## src/rtl/gcd_pkg.sv

```systemverilog
package gcd_pkg;
    localparam int unsigned LEGS_DEF = 3;
    localparam int unsigned DT_W_DEF = 10;

    typedef struct packed {
        logic lo;
        logic hi;
    } leg_req_t;
endpackage

```

## src/rtl/gcd_sync2.sv

```systemverilog
module gcd_sync2 #(
    parameter int unsigned W = 2
) (
    input  logic         clk,
    input  logic         rst_n,
    input  logic [W-1:0] async_in,
    output logic [W-1:0] sync_out
);
    typedef struct packed {
        logic [W-1:0] s1;
        logic [W-1:0] s2;
    } sync_st_t;

    sync_st_t st_d, st_q;

    always_comb begin
        st_d    = st_q;
        st_d.s1 = async_in;
        st_d.s2 = st_q.s1;
    end

    always_ff @(posedge clk or negedge rst_n) begin
        if (!rst_n) st_q <= '0;
        else        st_q <= st_d;
    end

    assign sync_out = st_q.s2;
endmodule

```

## src/rtl/gcd_leg_decode.sv

```systemverilog
module gcd_leg_decode (
    input  logic              lo_cmd,
    input  logic              hi_cmd_n,
    input  logic              kill,
    input  logic              bypass,
    output gcd_pkg::leg_req_t req
);
    logic hi_want;

    always_comb begin
        hi_want = ~hi_cmd_n;
        req     = '0;
        if (kill) begin
            req = '0;
        end else if (bypass) begin
            req.lo = lo_cmd;
            req.hi = hi_want;
        end else begin
            req.lo = lo_cmd;
            req.hi = hi_want & ~lo_cmd;
        end
    end
endmodule

```

## src/rtl/gcd_ondelay.sv

```systemverilog
module gcd_ondelay #(
    parameter int unsigned DT_W = gcd_pkg::DT_W_DEF
) (
    input  logic            clk,
    input  logic            rst_n,
    input  logic            req,
    input  logic            bypass,
    input  logic [DT_W-1:0] dead,
    output logic            on
);
    typedef struct packed {
        logic [DT_W-1:0] cnt;
        logic            on;
    } dly_st_t;

    dly_st_t st_d, st_q;

    always_comb begin
        st_d = st_q;
        if (!req) begin
            st_d.on  = 1'b0;
            st_d.cnt = '0;
        end else if (!st_q.on) begin
            if (bypass || (st_q.cnt >= dead)) begin
                st_d.on = 1'b1;
            end else begin
                st_d.cnt = st_q.cnt + 1'b1;
            end
        end
    end

    always_ff @(posedge clk or negedge rst_n) begin
        if (!rst_n) st_q <= '0;
        else        st_q <= st_d;
    end

    assign on = st_q.on;

    AST_OFF_NEXT_EDGE: assert property (@(posedge clk) disable iff (!rst_n)
        !req |=> !on);
    AST_ON_NEEDS_REQ: assert property (@(posedge clk) disable iff (!rst_n)
        $rose(on) |-> $past(req));
    AST_DELAY_AT_LEAST_TWO: assert property (@(posedge clk) disable iff (!rst_n)
        ($rose(on) && !$past(bypass) && ($past(dead) != '0)) |-> $past(req, 2));
endmodule

```

## src/rtl/gate_cmd_deadtime.sv

```systemverilog
module gate_cmd_deadtime #(
    parameter int unsigned LEGS = gcd_pkg::LEGS_DEF,
    parameter int unsigned DT_W = gcd_pkg::DT_W_DEF
) (
    input  logic            clk,
    input  logic            rst_n,
    input  logic [LEGS-1:0] lo_cmd,
    input  logic [LEGS-1:0] hi_cmd_n,
    input  logic            disable_in,
    input  logic            uv_fault,
    input  logic            bypass,
    input  logic [DT_W-1:0] dead_cnt,
    output logic [LEGS-1:0] lo_en,
    output logic [LEGS-1:0] hi_en
);
    localparam int unsigned N_STOP = 2;

    logic [N_STOP-1:0] stop_sync;
    logic              kill;

    gcd_sync2 #(.W(N_STOP)) u_sync (
        .clk      (clk),
        .rst_n    (rst_n),
        .async_in ({uv_fault, disable_in}),
        .sync_out (stop_sync)
    );

    assign kill = |stop_sync;

    for (genvar g = 0; g < LEGS; g++) begin : g_leg
        gcd_pkg::leg_req_t req;

        gcd_leg_decode u_dec (
            .lo_cmd   (lo_cmd[g]),
            .hi_cmd_n (hi_cmd_n[g]),
            .kill     (kill),
            .bypass   (bypass),
            .req      (req)
        );

        gcd_ondelay #(.DT_W(DT_W)) u_lo_dly (
            .clk    (clk),
            .rst_n  (rst_n),
            .req    (req.lo),
            .bypass (bypass),
            .dead   (dead_cnt),
            .on     (lo_en[g])
        );

        gcd_ondelay #(.DT_W(DT_W)) u_hi_dly (
            .clk    (clk),
            .rst_n  (rst_n),
            .req    (req.hi),
            .bypass (bypass),
            .dead   (dead_cnt),
            .on     (hi_en[g])
        );
    end

    // Age of the run since reset, saturating; used only to bound $past windows.
    logic [1:0] age_d, age_q;

    always_comb begin
        age_d = (age_q == 2'd3) ? age_q : age_q + 2'd1;
    end

    always_ff @(posedge clk or negedge rst_n) begin
        if (!rst_n) age_q <= '0;
        else        age_q <= age_d;
    end

    AST_KILL_CLEARS_ALL: assert property (@(posedge clk) disable iff (!rst_n)
        kill |=> ((lo_en == '0) && (hi_en == '0)));
    AST_DISABLE_LATENCY: assert property (@(posedge clk) disable iff (!rst_n)
        ((age_q == 2'd3) && $past(disable_in, 2)) |=> ((lo_en == '0) && (hi_en == '0)));
    AST_UV_LATENCY: assert property (@(posedge clk) disable iff (!rst_n)
        ((age_q == 2'd3) && $past(uv_fault, 2)) |=> ((lo_en == '0) && (hi_en == '0)));
    AST_NO_SHOOT: assert property (@(posedge clk) disable iff (!rst_n)
        !bypass |=> ((lo_en & hi_en) == '0));
    AST_RESET_LOW: assert property (@(posedge clk)
        !rst_n |-> ((lo_en == '0) && (hi_en == '0)));
endmodule

```

## config.mk

```make
export PLATFORM = sky130hd
export DESIGN_NAME = gate_cmd_deadtime
export DESIGN_NICKNAME = d
export VERILOG_FILES = /design/src/rtl/gcd_pkg.sv /design/src/rtl/gcd_sync2.sv /design/src/rtl/gcd_leg_decode.sv /design/src/rtl/gcd_ondelay.sv /design/src/rtl/gate_cmd_deadtime.sv
export SDC_FILE = /design/constraint.sdc
export NUM_CORES = 1
export LEC_CHECK = 0
export BUFFER_PORTS_ARGS = -buffer_cell sky130_fd_sc_hd__buf_2
export CORE_ASPECT_RATIO = 1.25
export CORE_MARGIN = 2
export CORE_UTILIZATION = 40
export DETAILED_ROUTE_END_ITERATION = 6
export PLACE_DENSITY_LB_ADDON = 0.05
export SYNTH_ARGS = -nofsm -noshare
export SYNTH_HDL_FRONTEND = slang
export SYNTH_SLANG_ARGS = --single-unit
```

## constraint.sdc

```tcl
create_clock -name clk -period 3.12 [get_ports clk]
set_clock_uncertainty 0.2 [all_clocks]
set_input_delay 0.156 -clock clk [delete_from_list [all_inputs] [get_ports clk]]
set_output_delay 0.156 -clock clk [all_outputs]
set_load 0.02 [all_outputs]
```

# After elaboration in Yosys (flattened, before gate mapping)
# Index checks and enable logic that the tools add are counted.
# W data, S select, Z words.
# classes
n_addsub,6
reduce_logical,13
mux,30
bitwise_logic,9
magnitude_cmp,6
n_eq_ne,12
# op_table
cell,n
$mux W11,12
$add A10 B1 Y10 const B,6
$ge A10 B10 Y1,6
$mux W10,6
$ne A2 B2 Y1 const B,12
$reduce_and A2 Y1,6
$mux W1,9
$logic_or A1 B1 Y1,6
$mux W2,3
$not A1 Y1,6
$and A1 B1 Y1,3
$reduce_or A2 Y1,1
# word_totals
ff_bits,70
elab_cells,90
output_inout_bits,6
inputBits,21

# Depth between registers and ports, before layout
# logic_depth
word_depth,6
ltp_mapped,9
mapped_depth_nobuf,8

# Modules after synthesis
# From an unflattened synthesis, not the netlist that was laid out.
# hier_totals
hier_cells,638
area_unflattened_um2,5661.7
# by_module_without_submodules
mod,cells_each,n_inst,seq_area_each_um2,area_per_inst_um2
gcd_ondelay,104,6,275.3,914.6
gcd_sync2,4,1,100.1,100.1
gcd_leg_decode,3,3,0.0,22.5
gate_cmd_deadtime,1,1,0.0,6.3

# Worst setup path before layout
# Ideal clock, no wire load.
# synth_timing
path_type,flip-flop to flip-flop
from,register g_leg[0].u_lo_dly.st_q[1] in the netlist's numbering
to,register g_leg[0].u_lo_dly.st_q[6] in the netlist's numbering
n_path_buf,1
required_time_ns,2.795
synth_period_minus_slack_ns,2.239
path_slack_ns,0.881
setup_ns,0.125
stages_incl_launch_ff,9
arrival_time_ns,1.914
path_cell_list,dfrtp_1 inv_1 ha_1 or2b_1 a21oi_2 o21bai_4 buf_6 nor4_1 mux2_2
# synth_via
elab_chain_len,4
elab_cells_between_ends,8
classes_between,add/sub (1); order compare (1); eq/ne (1); mux (3); reduce/logical (2)
# synth_rtl
element,line,text
"start, declared",gcd_ondelay.sv:16,"dly_st_t st_d, st_q;"
"start signal, assigned",gcd_ondelay.sv:34,else st_q <= st_d;
$add A10 B1 Y10 or $ge A10 B10 Y1 (tied branches),"gcd_ondelay.sv:27, gcd_ondelay.sv:24",
$mux W10 or $logic_or A1 B1 Y1 (tied branches),gcd_ondelay.sv:24,if (bypass || (st_q.cnt >= dead)) begin
$mux W11 or $ne A2 B2 Y1 (tied branches),n/a,
$mux W11 or $reduce_and A2 Y1 (tied branches),n/a,
# Parallel ways exist; a longest one is shown, timed or not. The select of a mux whose other input is x is not followed.
# A chain may end at the register's enable or synchronous reset.

# Worst setup path after layout
# layout_timing
from,register g_leg[1].u_hi_dly.st_q[8] in the netlist's numbering
to,register g_leg[1].u_hi_dly.st_q[10] in the netlist's numbering
# layout_via
elab_chain_len,4
elab_cells_between_ends,8
classes_between,add/sub (1); order compare (1); eq/ne (1); mux (3); reduce/logical (2)
# layout_rtl
element,line
"start, declared",gcd_ondelay.sv:16
"start signal, assigned",gcd_ondelay.sv:34
$add A10 B1 Y10 or $ge A10 B10 Y1 (tied branches),"gcd_ondelay.sv:27, gcd_ondelay.sv:24"
$mux W10 or $logic_or A1 B1 Y1 (tied branches),gcd_ondelay.sv:24
$mux W11 or $ne A2 B2 Y1 (tied branches),n/a
$mux W11 or $reduce_and A2 Y1 (tied branches),n/a
# Parallel ways exist; a longest one is shown, timed or not. The select of a mux whose other input is x is not followed.

==> impl_metrics.toml <==
[outcome]
outcome = "complete, no violations"

[sta]
setup_total_negative_slack_ns = 0
maxClockFrequency_ghz = 0.398
setup_viol_count_final = 0
timing.slew.headroom_pct = 37.3
finalCriticalPeriod_ns = 2.52
finalMaxSlewViolations = 0
rsz0062_at_grt = "no"
period_share_pct = 80.6
max_slew.worst_pin.slew_ns = 0.941
hold_viol_final = 0
timing.hold.ws_ns = 0.00970

[worst_setup_path]
crit_path_required_time_ns = 3.17
path_delay_family = "compound AO/OA/AOI/OAI gates"
cp_max_fo = 15
timing.critical_path.to_type = "flip-flop"
setup.worst_path.start_class = "flip-flop"
crit_path_cell_trace = "ha_1 -> nand4_1 -> or3_1 -> o21ai_2 -> o21ai_0 -> a31oi_1"
arrival_ns = 2.57
critical_path.max_stage_delay_ns = 0.49
worst-path-buf-inv = 0
worst_path_max_delay_cell = "o21ai_2"
critPathKind = "reg2reg"

[clock_network]
cts_inserted_buffers = 9
cts_tree = "yes"
cts.sinks = 70
root_buffer = "clkbuf_16"
cts.repair_timing.setup_buffer_count = 0
post_cts_resize_count = 0
postCtsHoldBufs = 6
clock_insertion_delay_worst_skew_ns = 0.34
cts_max_path_buffers = 2
path_clk_slew_ns = 0.06
ctsHtreeMaxLevel = 3

[pwr]
p_leak_nw = 2.48
sw_frac_of_total_pct = 25.7
power_switching_mw = 0.529
clock_share_of_power_pct = 45.3
ir_worst_vdd_uv = 275
p_int_mw = 1.53
share_seq_of_total_power_pct = 44.9
comb_power_share_pct = 9.8
power.density_nw_per_um2 = 360

[detailed_routing]
avgViaCountPerCell = 5.87
route.detailed.drc = 0
drt_first_iter_violations = 269
via_count = 4525
antenna_viol_nets_final = 0
drt-wirelength-per-cell_um = 17.4
wirelength_um = 13400
detail_route.first_pass.iterations = 5

[layout]
fillerInstances = 1239
antenna-diode-count = 0
final_layout_size_suffix_gt1_share_pct = 10.8
finalInstanceArea_um2 = 5730
area_occupied_by_multi_input_gates_um2 = 3170
seq_area_um2 = 1750
syn2layout_area_growth_pct = 10.5
net_count_reported_at_finish = 687

[yosys]
ys_dominant_reg_cell = "dfrtp_1"
post-synth-top-count-cell = "dfrtp_1"
post_synth_xor_area_fraction_pct = 0.507
yosysWarningCount = 0
syn-num-nets = 664
synthesis.area_um2 = 5180
post_synth_fa_ha_maj_area_fraction_pct = 15.9
netlist_instances = 577
combinational_family_with_the_most_area_after_synthesis = "simple AND/OR/NAND/NOR gates"
synth-simple-area-share_pct = 22.3
netlist.top_cell.by_area = "dfrtp_1"
yosys.area.top_type_share_pct = 33.8
synth_edf_count = 0
synth.ff_latch_count = 70
yosys-mux-area-fraction_pct = 0.797
post_synth.cell_area_avg_um2 = 8.98
most_common_library_cells_after_synthesis = "dfrtp_1, ha_1, a21oi_1, nand2_1, o21ai_0"
synth_compound_gate_area_share_pct = 21.5
async_reset_ff_share_pct = 100
synth.distinct_cells = 65
netlist_top_cells_area = "dfrtp_1, ha_1, a21oi_1"
share_of_the_yosys_chip_area_belonging_to_registers_pct = 33.8

[floorplan]
fp.dieH_um = 131
die_area_um2 = 13900
row_count = 46
dieWidth_um = 106
initial_util_pct = 40.9
core_area_um2 = 12700
io-pin-count = 27

[global_route]
groute.layer.met1.usage_pct = 26.6
first_global_vias = 4576
global_route.peak_usage_layer = "met2"
met2_track_demand_over_resource_in_global_routing_pct = 33.1
first_pass_grt_wire_length_um = 22800
grt_antenna_before_repair = 0
grt_start_max_net_pins = 71
global_route.overflow_total = 0
grt_usage_pct = 20.3
met3_usage_pct = 4.32

[placed_design]
place_hpwl_um = 9540
finalWeightedCongestion = 0.823
place.port_buffers = 26
placement.cell_area_um2 = 5410

[run]
drv.max_cap_violation_count = 0

[hold_path]
hp-class = "in2reg"
per-stage QoR:
stage	power (mW)	utilization (%)	cells	setup WS [ns]
floorplan	1.07	-	577	0.881
global placement	1.13	42.7	751	0.702
detailed placement	1.14	42.7	751	0.633
CTS	2.09	45.2	771	0.620
global route	2.15	45.2	771	0.479
finish	2.06	45.2	771	0.605
worst reg2reg max path: cells and delay by family (launching register included):
kind / cells / cell delay [ns]
fa+ha+maj: 1 / 0.33
simple gates: 2 / 0.60
flops: 1 / 0.42
compound gates: 3 / 0.88
layer usage:
| layer | vias up | share of wire, % |
|---|---|---|
| met5 | - | 0 |
| li1 | 2237 | - |
| met4 | 0 | 2.0 |
| met1 | 2180 | 46 |
| met2 | 86 | 48 |
| met3 | 22 | 4.2 |
path summary, 6_finish.rpt:
| path | from | end | slack (ns) | cells after the start |
|---|---|---|---|---|
| hold / removal | lo_cmd[1] | g_leg[1].u_lo_dly.st_q[7]$_DFFE_PN0P_ | 0.01 | 4 |
| max in group asynchronous | rst_n | g_leg[0].u_lo_dly.st_q[1]$_DFFE_PN0P_ | 1.81 | 2 |
| setup reg to reg | g_leg[1].u_hi_dly.st_q[8]$_DFFE_PN0P_ | g_leg[1].u_hi_dly.st_q[10]$_DFFE_PN0P_ | 0.60 | 6 |
| hold reg to reg | u_sync.st_d[0]$_DFF_PN0_ | u_sync.sync_out[0]$_DFF_PN0_ | 0.15 | 0 |
| min in group asynchronous | rst_n | g_leg[0].u_hi_dly.st_q[5]$_DFFE_PN0P_ | 0.31 | 2 |
| setup / recovery | g_leg[1].u_hi_dly.st_q[8]$_DFFE_PN0P_ | g_leg[1].u_hi_dly.st_q[10]$_DFFE_PN0P_ | 0.60 | 6 |
cells in the final DEF (no fill, tap or decap), drive strengths merged, types with 3 or more instances in the layout:
master       netlist  final
and4               3      3
clkbuf            10     12
dlygate4sd3        0      6
or2                3      3
inv               30     30
a21oi             52     52
nand2b            15     15
nor3              21     21
buf               15     31
nand2             36     36
o21ai             38     38
or3                7      7
nand3             21     21
a31oi             23     23
and2               5      5
o21a               6      6
nor2b              7      7
dfrtp             70     70
o31ai             19     19
and3              14     14
ha                66     66
xnor2              3      3
or4               20     20
nand3b             3      3
o221ai             4      4
nand4             15     15
o2bb2ai            3      3
mux2i              3      3
a211oi             5      5
nor2              26     26
nand4b             5      5
sequential cells by signal, indices dropped and copies added (netlist names):
| signal | cells |
|---|---|
| g_leg.u_hi_dly.on | 3 |
| g_leg.u_hi_dly.st_q | 30 |
| g_leg.u_lo_dly.on | 3 |
| g_leg.u_lo_dly.st_q | 30 |
| u_sync.st_d | 2 |
| u_sync.sync_out | 2 |
power by group through the flow:
stage               registers, mW  logic [mW]  clock network [mW]
CTS                         0.925       0.207               0.963
floorplan                   0.937       0.129                   0
global placement            0.941       0.194                   0
detailed placement          0.941       0.200                   0
global route                0.925       0.233               0.993
finish                      0.925       0.202               0.935
area by class of cell:
type	count	share of cell area, %
Multi-Input combinational cell	452	55.3
Inverter	30	1.97
Timing Repair Buffer	37	4.02
Clock buffer	12	4.30
Tap cell	168	3.67
Clock inverter	2	0.175
Sequential cell	70	30.6
kinds of logic (layout without fill, tap and decap cells):
logic type	Yosys count	count (layout)
and+or+nand+nor	207	207
xor gates and xnor gates	3	3
buffers and inverters	55	81
muxes	4	4
adders and majority gates	66	66
AOI/OAI and AO/OA	172	172
DFF	70	70
(Power assumes the default switching activity.)
